`src/rtl/dma_regs_pkg.sv`:
```
`timescale 1ns/1ps
package dma_regs_pkg;
    typedef enum logic {
        PTR_LO = 1'b0,
        PTR_HI = 1'b1
    } ptr_state_e;
endpackage

```
`src/rtl/dma_byte_ptr.sv`:
```
`timescale 1ns/1ps
module dma_byte_ptr
    import dma_regs_pkg::*;
(
    input  logic       clk,
    input  logic       rst_n,
    input  logic       access,
    input  logic       clr,
    output ptr_state_e state
);
    ptr_state_e state_nxt;

    always_ff @(posedge clk) begin
        if (!rst_n) state <= PTR_LO;
        else        state <= state_nxt;
    end

    always_comb begin
        state_nxt = state;
        unique case (state)
            PTR_LO: if (access) state_nxt = PTR_HI;   // LO_TO_HI
            PTR_HI: if (access) state_nxt = PTR_LO;   // HI_TO_LO
            default: state_nxt = PTR_LO;
        endcase
        if (clr) state_nxt = PTR_LO;                  // CLEAR
    end
endmodule

```
`src/rtl/dma_chan_slot.sv`:
```
`timescale 1ns/1ps
module dma_chan_slot #(
    parameter int WSHIFT = 0,
    parameter int VW     = 17 + WSHIFT
) (
    input  logic          clk,
    input  logic          rst_n,
    input  logic          wr_en,
    input  logic          sel_cnt,
    input  logic          hi_byte,
    input  logic [7:0]    wdata,
    input  logic          inc,
    output logic [15:0]   base_addr,
    output logic [15:0]   base_cnt,
    output logic [VW-1:0] cur_addr,
    output logic [VW-1:0] prog
);
    logic [15:0]   addr_new;
    logic [VW-1:0] limit;

    assign addr_new = sel_cnt ? base_addr : {wdata, base_addr[7:0]};
    assign limit    = VW'((VW'(base_cnt) + VW'(1)) << WSHIFT);

    always_ff @(posedge clk) begin
        if (!rst_n) begin
            base_addr <= '0;
            base_cnt  <= '0;
            cur_addr  <= '0;
            prog      <= '0;
        end else begin
            if (wr_en && !sel_cnt) begin
                if (hi_byte) base_addr[15:8] <= wdata;
                else         base_addr[7:0]  <= wdata;
            end
            if (wr_en && sel_cnt) begin
                if (hi_byte) base_cnt[15:8] <= wdata;
                else         base_cnt[7:0]  <= wdata;
            end
            if (wr_en && hi_byte) begin
                cur_addr <= VW'(VW'(addr_new) << WSHIFT);
                prog     <= '0;
            end else if (inc && (prog < limit)) begin
                prog <= prog + VW'(1);
            end
        end
    end
endmodule

```
`src/rtl/dma_chan_regs.sv`:
```
`timescale 1ns/1ps
module dma_chan_regs
    import dma_regs_pkg::*;
#(
    parameter int WSHIFT = 0,
    parameter int OFF_W  = 8
) (
    input  logic             clk,
    input  logic             rst_n,
    input  logic [OFF_W-1:0] host_off,
    input  logic             host_wr,
    input  logic             host_rd,
    input  logic [7:0]       host_wdata,
    output logic [7:0]       host_rdata,
    input  logic             ptr_clr,
    input  logic [3:0]       chan_dec,
    input  logic             inc_valid,
    input  logic [1:0]       inc_chan
);
    localparam int IDX_W  = 4;
    localparam int NUM_CH = 1 << (IDX_W - 2);
    localparam int CH_W   = $clog2(NUM_CH);
    localparam int VW     = 17 + WSHIFT;

    logic [IDX_W-1:0] reg_idx;
    logic             chan_hit;
    logic [CH_W-1:0]  ch_sel;
    logic             is_cnt;
    logic             access;
    ptr_state_e       ptr_state;
    logic             ptr_hi;

    logic [NUM_CH-1:0][15:0]   base_addr_all;
    logic [NUM_CH-1:0][15:0]   base_cnt_all;
    logic [NUM_CH-1:0][VW-1:0] cur_addr_all;
    logic [NUM_CH-1:0][VW-1:0] prog_all;

    assign reg_idx  = IDX_W'(host_off >> WSHIFT);
    assign chan_hit = !reg_idx[IDX_W-1];
    assign ch_sel   = reg_idx[CH_W:1];
    assign is_cnt   = reg_idx[0];
    assign access   = (host_wr || host_rd) && chan_hit;
    assign ptr_hi   = (ptr_state == PTR_HI);

    dma_byte_ptr u_ptr (
        .clk    (clk),
        .rst_n  (rst_n),
        .access (access),
        .clr    (ptr_clr),
        .state  (ptr_state)
    );

    for (genvar g = 0; g < NUM_CH; g++) begin : g_ch
        dma_chan_slot #(.WSHIFT(WSHIFT), .VW(VW)) u_slot (
            .clk       (clk),
            .rst_n     (rst_n),
            .wr_en     (host_wr && chan_hit && (ch_sel == CH_W'(g))),
            .sel_cnt   (is_cnt),
            .hi_byte   (ptr_hi),
            .wdata     (host_wdata),
            .inc       (inc_valid && (inc_chan == CH_W'(g))),
            .base_addr (base_addr_all[g]),
            .base_cnt  (base_cnt_all[g]),
            .cur_addr  (cur_addr_all[g]),
            .prog      (prog_all[g])
        );
    end

    logic [VW-1:0] live_val;
    logic [VW-1:0] live_shifted;

    always_comb begin
        if (is_cnt)
            live_val = VW'(VW'(base_cnt_all[ch_sel]) << WSHIFT) - prog_all[ch_sel];
        else if (chan_dec[ch_sel])
            live_val = cur_addr_all[ch_sel] - prog_all[ch_sel];
        else
            live_val = cur_addr_all[ch_sel] + prog_all[ch_sel];
        live_shifted = live_val >> (WSHIFT + (ptr_hi ? 8 : 0));
        host_rdata   = (host_rd && chan_hit) ? live_shifted[7:0] : 8'h00;
    end
endmodule

```
`config.mk`:
```
export PLATFORM = sky130hd
export DESIGN_NAME = dma_chan_regs
export DESIGN_NICKNAME = d
export VERILOG_FILES = /design/src/rtl/dma_regs_pkg.sv /design/src/rtl/dma_byte_ptr.sv /design/src/rtl/dma_chan_slot.sv /design/src/rtl/dma_chan_regs.sv
export SDC_FILE = /design/constraint.sdc
export NUM_CORES = 1
export LEC_CHECK = 0
export BUFFER_PORTS_ARGS = -buffer_cell sky130_fd_sc_hd__buf_2
export CAP_MARGIN = 5
export CORE_ASPECT_RATIO = 1.2
export CORE_UTILIZATION = 25
export DETAILED_ROUTE_END_ITERATION = 10
export HOLD_SLACK_MARGIN = 0.08
export SETUP_SLACK_MARGIN = 0.4
export SYNTH_ARGS = -nofsm -noshare
export SYNTH_HDL_FRONTEND = slang
export SYNTH_SLANG_ARGS = --single-unit
```
`constraint.sdc`:
```
create_clock -name clk -period 7.2 [get_ports clk]
set_clock_uncertainty 0.05 [all_clocks]
set_input_delay 1.44 -clock clk [delete_from_list [all_inputs] [get_ports clk]]
set_output_delay 1.44 -clock clk [all_outputs]
set_load 0.05 [all_outputs]
```
== Word level (Yosys, flattened, before mapping) ==
Cells that the tools add are included.

* Register bits after elaboration: 261
* Bits of input ports: 28
* Word-level logic and storage cells: 122
* Output and inout bits: 8

* Magnitude comparators: 5
* Reduce and logical (&&, ||, !) cells: 53
* Equality and inequality tests: 6
* Bitwise gates (word level): 2
* Mux-type cells: 19
* Shift operators: 1
* Add/subtract/negate cells: 11

{| class="wikitable"
|+ Operator list
! kind !! count
|-
| 2-to-1 mux 16 bit || 5
|-
| adder 16 x 1 -> 17 bit (second input constant) || 4
|-
| adder 17 x 1 -> 17 bit (second input constant) || 4
|-
| binary-select mux 17 bit (select 2 bit) || 2
|-
| < comparator 17 bit || 4
|-
| 2-to-1 mux 17 bit || 4
|-
| binary-select mux 16 bit (select 2 bit) || 1
|-
| AND reduction 2 bit || 16
|-
| logical AND 1 bit || 27
|-
| adder 17 bit || 1
|-
| >> shifter 17 x 4 -> 8 bit || 1
|-
| subtractor 16 x 17 -> 17 bit || 1
|-
| subtractor 17 bit || 1
|-
| OR reduction 2 bit || 5
|-
| equality test 2 bit (second input constant) || 4
|-
| 2-to-1 mux 8 bit || 1
|-
| equality test 2 x 1 -> 1 bit (second input constant) || 2
|-
| logical NOT 2 bit || 2
|-
| 2-to-1 mux 4 bit || 1
|-
| < comparator 2 x 3 -> 1 bit (second input constant) || 1
|-
| 2-to-1 mux 1 bit || 3
|-
| binary-select mux 1 bit (select 2 bit) || 1
|-
| logical NOT 1 bit || 2
|-
| inverter 1 bit || 2
|-
| 2 further kinds || 2
|}

== Depth between registers and ports, before layout ==
Gate-level depths: netlist (run 1).

* Depth in word-level cells: 7
* Gate-level depth with buffers: 17
* Mapped depth without buffers: 15

== Cells and area by module ==
A second synthesis (run 1) with hierarchy kept.

* Cell total of the unflattened synthesis: 1,914
* Area total of the unflattened synthesis: 16,961.3 um^2

{| class="wikitable"
|+ By module, submodules not included
! module !! area each (um^2) !! sequential area each (um^2) !! instances !! cells an instance
|-
| dma_chan_slot at g_ch[0].u_slot ... || 3,470.8 || 1,301.2 || 3 || 393
|-
| dma_chan_slot at g_ch[3].u_slot || 3,345.7 || 1,301.2 || 1 || 388
|-
| dma_chan_regs || 3,161.8 || 0.0 || 1 || 344
|-
| dma_byte_ptr || 41.3 || 20.0 || 1 || 3
|}

== Worst setup path before layout (run 1) ==
No wires, ideal clock.

* Kind: input -> output
* Start point: input port host_off[1]
* End point: output port host_rdata[5]
* Stages: 15
* Setup slack: -405 ps
* Required time: 5,710 ps
* Arrival: 6,115 ps
* Buffers on the path: 5
* Cell sequence: buf_4 buf_2 buf_2 buf_1 buf_1 mux4_2 ha_1 nor2b_1 o2111ai_1 and3_1 or4_1 a31oi_1 nor2_1 or3_1 a311oi_1

* Cells in the longest elaborated chain, start to end: 7
* Elaborated cells between the ends (all ways): 15
* Those cells by class: add/sub (3); shift (1); mux (11)

{| class="wikitable"
|+ RTL lines
! item !! RTL line !! text
|-
| start, declared || dma_chan_regs.sv:10 || <nowiki>input logic [OFF_W-1:0] host_off,</nowiki>
|-
| binary-select mux 17 bit (select 2 bit), on equally long branches || dma_chan_regs.sv:76, dma_chan_regs.sv:78, dma_chan_regs.sv:74 ||
|-
| 2-to-1 mux 17 bit, on equally long branches || dma_chan_regs.sv:76, dma_chan_regs.sv:78, dma_chan_regs.sv:74 ||
|-
| adder 17 bit or subtractor 17 bit (tied branches) || dma_chan_regs.sv:78, dma_chan_regs.sv:76 ||
|-
| 2-to-1 mux 17 bit || dma_chan_regs.sv:75 || <nowiki>else if (chan_dec[ch_sel])</nowiki>
|-
| 2-to-1 mux 17 bit (*) || dma_chan_regs.sv:73 || <nowiki>if (is_cnt)</nowiki>
|-
| >> shifter 17 x 4 -> 8 bit (*) || dma_chan_regs.sv:79 || <nowiki>live_shifted = live_val >> (WSHIFT + (ptr_hi ? 8 : 0));</nowiki>
|-
| 2-to-1 mux 8 bit (*) || dma_chan_regs.sv:80 || <nowiki>host_rdata = (host_rd && chan_hit) ? live_shifted[7:0] : 8'h00;</nowiki>
|-
| end, declared || dma_chan_regs.sv:14 || <nowiki>output logic [7:0] host_rdata,</nowiki>
|}

Mark *: on every way between the ends. The rest lies on a longest branch, timed or not. The select of a mux whose other input is x is not followed.

== Worst setup path in the final report (run 1) ==
* Start point: input port host_off[2]
* End point: output port host_rdata[6]

Same word-level chain as after synthesis.

==> run_results.csv, run 1 <==
group,metric,value,unit
hold_path,hold-path-cell-count,2,
setup_path,critical-path-top-delay-family,"simple AND/OR/NAND/NOR gates",
clock_tree,cts_buffers,28,
hold_path,min_to,"g_ch[1].u_slot.cur_addr[2]$_SDFFE_PN0P_",
finish,fillers,6681,
hold_path,worstHoldStart,"g_ch[1].u_slot.base_addr[2]$_SDFFE_PN0P_",
power,switching_share,25.7,%
global_route,grt_pass1_vias,13500,
die,die_area,66200,um^2
routing,finalWirelength,51500,um
routing,dr.pass1.iters,7,
setup_path,rr_startpoint,"g_ch[3].u_slot.base_cnt[0]$_SDFFE_PN0P_",
logic_synthesis,ys_ff_latch,261,
setup_path,crit_fanout,8,
placement,gp_congestion,0.919,
logic_synthesis,avgSynthCellArea,8.62,um^2
sta,setup-violations-final,0,
setup_path,cp_cell_sequence,"buf_4 > mux4_2 > nor4_4 > and2_4 > nor2b_2 > a21oi_1 > xnor2_1 > ha_1 > or3_1 > o31ai_2 > o21ai_1 > xnor2_1 > mux4_2 > nor2_4 > buf_6",
power,p_int,2430,uW
setup_path,rrSetupSlack,2.82,ns
setup_path,arrival,5.18,ns
sta,rsz0062_at_grt,"true",
power,combinationalPowerShare,11.6,%
clock_tree,htree_levels,1,
logic_synthesis,ys.flop_type,"dfxtp_1",
logic_synthesis,synth-xor-area-share,6.98,%
clock_tree,cts_tree,"done",
logic_synthesis,synth_compound_area_share,16.9,%
logic_synthesis,ys_types,64,
global_route,grt_max_degree,99,
power,p_leak,0.00682,uW
clock_tree,cts_sinks,261,
clock_tree,clock_path_buffers,3,
clock_tree,cts_root_buf,"clkbuf_16",
routing,drtIter0Drc,971,
global_route,antenna_found_initial,3,
global_route,grt_most_used_layer,"met2",
logic_synthesis,synth.top_cell.area_share,32.1,%
routing,vias,14000,
setup_path,rr_worst_depth,14,
placement,port_buffers,31,
power,seq_power_share,44.7,%
finish,fin_nets,2006,
die,fp.dieW,235,um
power,ir_drop,0.192,mV
global_route,grt_pass1_wl,79500,um
sta,period_minus_slack,6.67,ns
status,status,"completed",
sta,post-route-period-util,92.7,%
routing,ant_nets,0,
setup_path,cp-start-kind,"primary input",
logic_synthesis,syn_nets,2023,
logic_synthesis,synthTopCellsByArea,"dfxtp_1, ha_1, mux4_2",
logic_synthesis,yosysMostFrequentCell,"nand2_1",
finish,finish.utilization,28.6,%
logic_synthesis,synth_fa_ha_area_share,8.16,%
clock_tree,worstSkewPairLatency,0.57,ns
power,p_switching,841,uW
global_route,met1_usage,18.2,%
power,p_total,3270,uW
logic_synthesis,yosysWarnings,0,
die,ioPinCount,36,
logic_synthesis,synth_top_family_by_area,"simple AND/OR/NAND/NOR gates",
setup_path,critical-path-slowest-cell,"mux4_2",
sta,holdWs,0.412,ns
setup_path,cp_slowest_stage_delay,0.60,ns
global_route,gr-total-overflow,0,
die,die_y,282,um
finish,final_area,18500,um^2
setup_path,critical_path_required,5.71,ns
clock_tree,hold_buffers,0,
clock_tree,path_clk_slew,0.06,ns
logic_synthesis,synth_edf_count,0,
die,placementRows,102,
power,power_density,177,nW/um^2
placement,dpl_cell_area,17400,um^2
logic_synthesis,syn_inst,1890,
die,initial_core_util,25.3,%
logic_synthesis,synth-simple-area-share,21.9,%
flow_run,maxCapViolCount,0,
setup_path,critPathCaptureType,"primary output",
logic_synthesis,synthArstFlopShare,0,%
global_route,use_met2,27.6,%
sta,hold_viol,0,
setup_path,critPathKind,"in -> out",
routing,drc,0,
setup_path,crit_buf_inv,2,
die,design.core.area,64400,um^2
routing,wl_per_cell,18.9,um
finish,syn_to_final_growth,13.3,%
sta,max_freq,150,MHz
power,p_clk_share,43.7,%
sta,slew_headroom,41.6,%
routing,viasPerCell,5.13,
logic_synthesis,syn_area,16300,um^2
global_route,grt_use_total,15.4,%
hold_path,hp-class,"reg -> reg",
sta,drv_slew,0,
global_route,grtUsageMet3,1.39,%
sta,finalSetupTns,0,ns
setup_path,worst_r2r_endpoint,"g_ch[3].u_slot.prog[16]$_SDFFE_PP0P_",
logic_synthesis,yosys.area.top_type,"dfxtp_1",
placement,dp.final_hpwl,38800,um
logic_synthesis,synthMuxAreaShare,10.2,%
finish,drive_gt1_share,10.7,%
sta,worst_pin_slew,0.876,ns
logic_synthesis,synth_common_cells,"nand2_1, dfxtp_1, a21boi_0",
logic_synthesis,yosysSeqAreaShare,32.1,%
==> cell type report <==
type	count	area, um^2	area share (%)
diodes	1	2.50	0.0136
clock buffers	41	831	4.50
clock inverters	10	78.8	0.427
inverters	46	173	0.936
multi-input cells	1474	10700	57.7
flip-flops and latches	261	5230	28.3
well taps	832	1040	5.64
repair buffers	62	450	2.44
==> placed cells by master (no fill, tap or decap), types with 15 or more instances in the layout <==
master	instances
nand3_1	115
o21ai_0	35
xnor2_1	71
inv_1	45
nor3_1	24
o211a_1	35
ha_1	103
or3_1	17
buf_4	29
mux2i_1	50
mux4_2	51
or4_1	15
and3_1	28
dfxtp_1	261
a21oi_1	79
nand4_1	25
a21o_1	18
xor2_1	52
a21boi_0	120
nor2_1	99
clkbuf_16	29
nor2b_1	55
nand2_1	306
buf_2	25
==> worst reg2reg max path: stages, from the launching register on <==
cell and delay, ns:
dfxtp_1 0.46, ha_1 0.23, nand3_1 0.19, nor2_1 0.31, nand2_1 0.11, xor2_1 0.17
ha_1 0.31, a21o_1 0.17, a21o_1 0.19, a2111oi_2 0.45, nand2_1 0.15, nor3_2 0.55
o21ai_1 0.39, or4_1 0.54, nand2_1 0.08
==> what timing repair did <==
| action | CTS | global route |
|---|---|---|
| gates resized for setup | 9 | 19 |
| setup buffers | 2 | 2 |
| pin swaps | 0 | 2 |
| gates cloned | 0 | 0 |
| setup endpoints to repair | 3 | 6 |
==> stage by stage <==
stage          cells  worst slack (ns)
3_3_place_gp    2671             0.190
4_1_cts         2724             0.375
2_1_floorplan   1890             0.410
6_report        2727             0.527
5_1_grt         2727             0.351
3_5_place_dp    2671             0.186
==> worst max path at each step <==
stage	startpoint	endpoint	slack, ns	depth (start not counted)
CTS	host_off[2]	host_rdata[6]	0.37	16
floorplan	host_off[2]	host_rdata[7]	0.41	14
finish	host_off[2]	host_rdata[6]	0.53	15
global route	host_off[2]	host_rdata[6]	0.35	15
global placement	host_off[2]	host_rdata[6]	0.19	17
detailed placement	host_off[2]	host_rdata[6]	0.19	16
==> power groups by stage <==
stage	logic [uW]	clock network (uW)	registers, uW
floorplan	268	0	1490
global placement	361	0	1500
detailed placement	365	0	1500
CTS	374	1460	1460
global route	410	1520	1460
finish	379	1430	1460
==> sequential cells by signal (all words and copies together), names as in the netlist <==
register	flops
g_ch.u_slot.cur_addr	64
u_ptr.state	1
g_ch.u_slot.base_addr	64
g_ch.u_slot.prog	68
g_ch.u_slot.base_cnt	64
==> per-layer routing <==
layer	wire, um	share of wire [%]
met1	21100	41
met2	25600	50
met3	2040	4.0
met4	2790	5.4
met5	23	0.045
==> kinds of logic (layout without fill, tap and decap cells) <==
group | Yosys count | after routing
AOI/OAI and AO/OA | 387 | 387
xor gates and xnor gates | 129 | 129
adders and majority gates | 105 | 105
buffers and inverters | 155 | 159
DFF | 261 | 261
muxes | 102 | 102
other | 0 | 1
and+or+nand+nor | 751 | 751
(Power assumes the default switching activity.)
==> inputs of run 2 (changes only) <==
MAX_ROUTING_LAYER = met4   (was default)
==> run 2 against run 1 <==
First-iteration DRC count decreased by 12%; cell count about the same; total power decreased by 0.96%; die area unchanged; fmax increased by 0.99%; clock-buffer cell count decreased by 1; worst hold slack improved by 0.0030 ns; highest routed layer is now met4.
==> run_results.csv, run 2 (synthesis gave the netlist of run 1 again) <==
group,metric,value,unit
setup_path,critPathKind,"in -> out",
setup_path,worst_r2r_endpoint,"g_ch[3].u_slot.prog[16]$_SDFFE_PP0P_",
routing,viasPerCell,5.09,
finish,stdcell_count,2726,
setup_path,crit_fanout,8,
setup_path,critPathCaptureType,"primary output",
sta,slew_headroom,18.8,%
clock_tree,path_clk_slew,0.06,ns
setup_path,arrival,5.12,ns
hold_path,hp-class,"reg -> reg",
global_route,gr-total-overflow,0,
finish,drive_gt1_share,10.3,%
setup_path,critical_path_required,5.71,ns
power,power_density,176,nW/um^2
placement,placedCellCount,2667,
sta,rsz0062_at_grt,"false",
hold_path,worstHoldStart,"g_ch[0].u_slot.cur_addr[0]$_SDFFE_PN0P_",
clock_tree,clock_path_buffers,3,
global_route,grt_pass1_vias,13500,
hold_path,hold-path-cell-count,2,
routing,finalWirelength,51400,um
routing,drc,0,
clock_tree,cts_tree,"done",
power,p_leak,0.00680,uW
power,ir_drop,0.216,mV
finish,largest_reg_flops,68,
sta,hold_viol,0,
global_route,grt_use_total,15.7,%
sta,max_freq,151,MHz
sta,post-route-period-util,91.8,%
sta,period_minus_slack,6.61,ns
finish,final_common_cell,"nand2_1",
global_route,grt_max_degree,106,
sta,holdWs,0.415,ns
hold_path,min_to,"g_ch[0].u_slot.cur_addr[0]$_SDFFE_PN0P_",
routing,vias,13900,
global_route,antenna_found_initial,3,
sta,drv_slew,0,
sta,finalSetupTns,0,ns
placement,gp_congestion,0.931,
finish,final_cell_mix,"nand2_1, dfxtp_1, a21boi_0",
sta,setup-violations-final,0,
setup_path,rr_worst_depth,14,
die,placementRows,102,
sta,worst_pin_slew,1.22,ns
die,ioPinCount,36,
global_route,grt_pass1_wl,78400,um
die,initial_core_util,25.3,%
clock_tree,htree_levels,1,
finish,fin_nets,2005,
routing,ant_nets,0,
status,status,"completed",
die,die_y,282,um
setup_path,rrSetupSlack,2.80,ns
die,fp.dieW,235,um
finish,syn_to_final_growth,13.1,%
placement,port_buffers,31,
setup_path,cp-start-kind,"primary input",
routing,drtIter0Drc,853,
clock_tree,cts_sinks,261,
finish,fillers,6667,
routing,wl_per_cell,18.9,um
clock_tree,cts_buffers,28,
clock_tree,cts_root_buf,"clkbuf_16",
finish,top_register,"g_ch.u_slot.prog",
die,design.core.area,64400,um^2
setup_path,rr_startpoint,"g_ch[3].u_slot.base_cnt[0]$_SDFFE_PN0P_",
clock_tree,worstSkewPairLatency,0.59,ns
routing,dr.pass1.iters,7,
flow_run,maxCapViolCount,0,
placement,dp.final_hpwl,38100,um
clock_tree,hold_buffers,0,
die,die_area,66200,um^2
[run 2: how the worst max path moves through the flow]
stage / from / endpoint / cells after the start
floorplan: host_off[2] / host_rdata[7] / 14
global placement: host_off[2] / host_rdata[6] / 16
detailed placement: host_off[2] / host_rdata[6] / 16
CTS: host_off[2] / host_rdata[6] / 16
global route: host_off[2] / host_rdata[6] / 17
finish: host_off[2] / host_rdata[6] / 16
[run 2: repair_timing]
action	in CTS	in global routing
gates resized for setup	5	24
endpoints found under the setup margin	1	8
buffers inserted	1	6
pin swaps	1	4
[run 2: worst max-delay path, stage by stage]
cell     delay [ns]
buf_6          0.14
buf_8          0.15
mux4_2         0.58
nor3_4         0.23
and2_4         0.18
nor2b_2        0.16
a21oi_1        0.09
xnor2_1        0.19
ha_1           0.24
or3_1          0.36
o31ai_4        0.28
o21ai_0        0.15
xnor2_1        0.14
mux4_2         0.49
nor2_4         0.12
buf_8          0.16
[run 2: per-layer routing]
| metal | global-route usage (%) | up-vias | wire (um) |
|---|---|---|---|
| li1 | - | 6721 | - |
| met1 | 17.5 | 6704 | 21000 |
| met2 | 27.6 | 345 | 25700 |
| met3 | 1.48 | 96 | 1960 |
| met4 | 8.47 | 0 | 2840 |
| met5 | - | - | 0 |
[run 2: per-stage QoR]
stage / area (um^2) / setup WS [ns] / total power, uW / utilization, %
after detailed placement: 17300 / 0.185 / 1850 / 26.9
after CTS: 18300 / 0.402 / 3260 / 28.3
final: 18400 / 0.592 / 3240 / 28.6
after floorplan: 16400 / 0.410 / 1760 / -
after global placement: 17300 / 0.194 / 1850 / 26.9
after global routing: 18400 / 0.422 / 3350 / 28.6
[run 2: cell type report]
type	count	area [um^2]	area share [%]
clock inverters	9	65.1	0.353
inverters	46	173	0.938
repair buffers	61	459	2.49
well taps	832	1040	5.65
diodes	3	7.51	0.0408
flip-flops and latches	261	5230	28.4
multi-input cells	1474	10600	57.7
clock buffers	40	816	4.43
[run 2: report_power, final]
part,leakage (uW),total (uW),internal [uW],switching [uW]
combinational,0.00427,373,147,226
sequential,0.00210,1460,1450,11.0
clock,0.000432,1410,785,621
total,0.00680,3240,2380,858
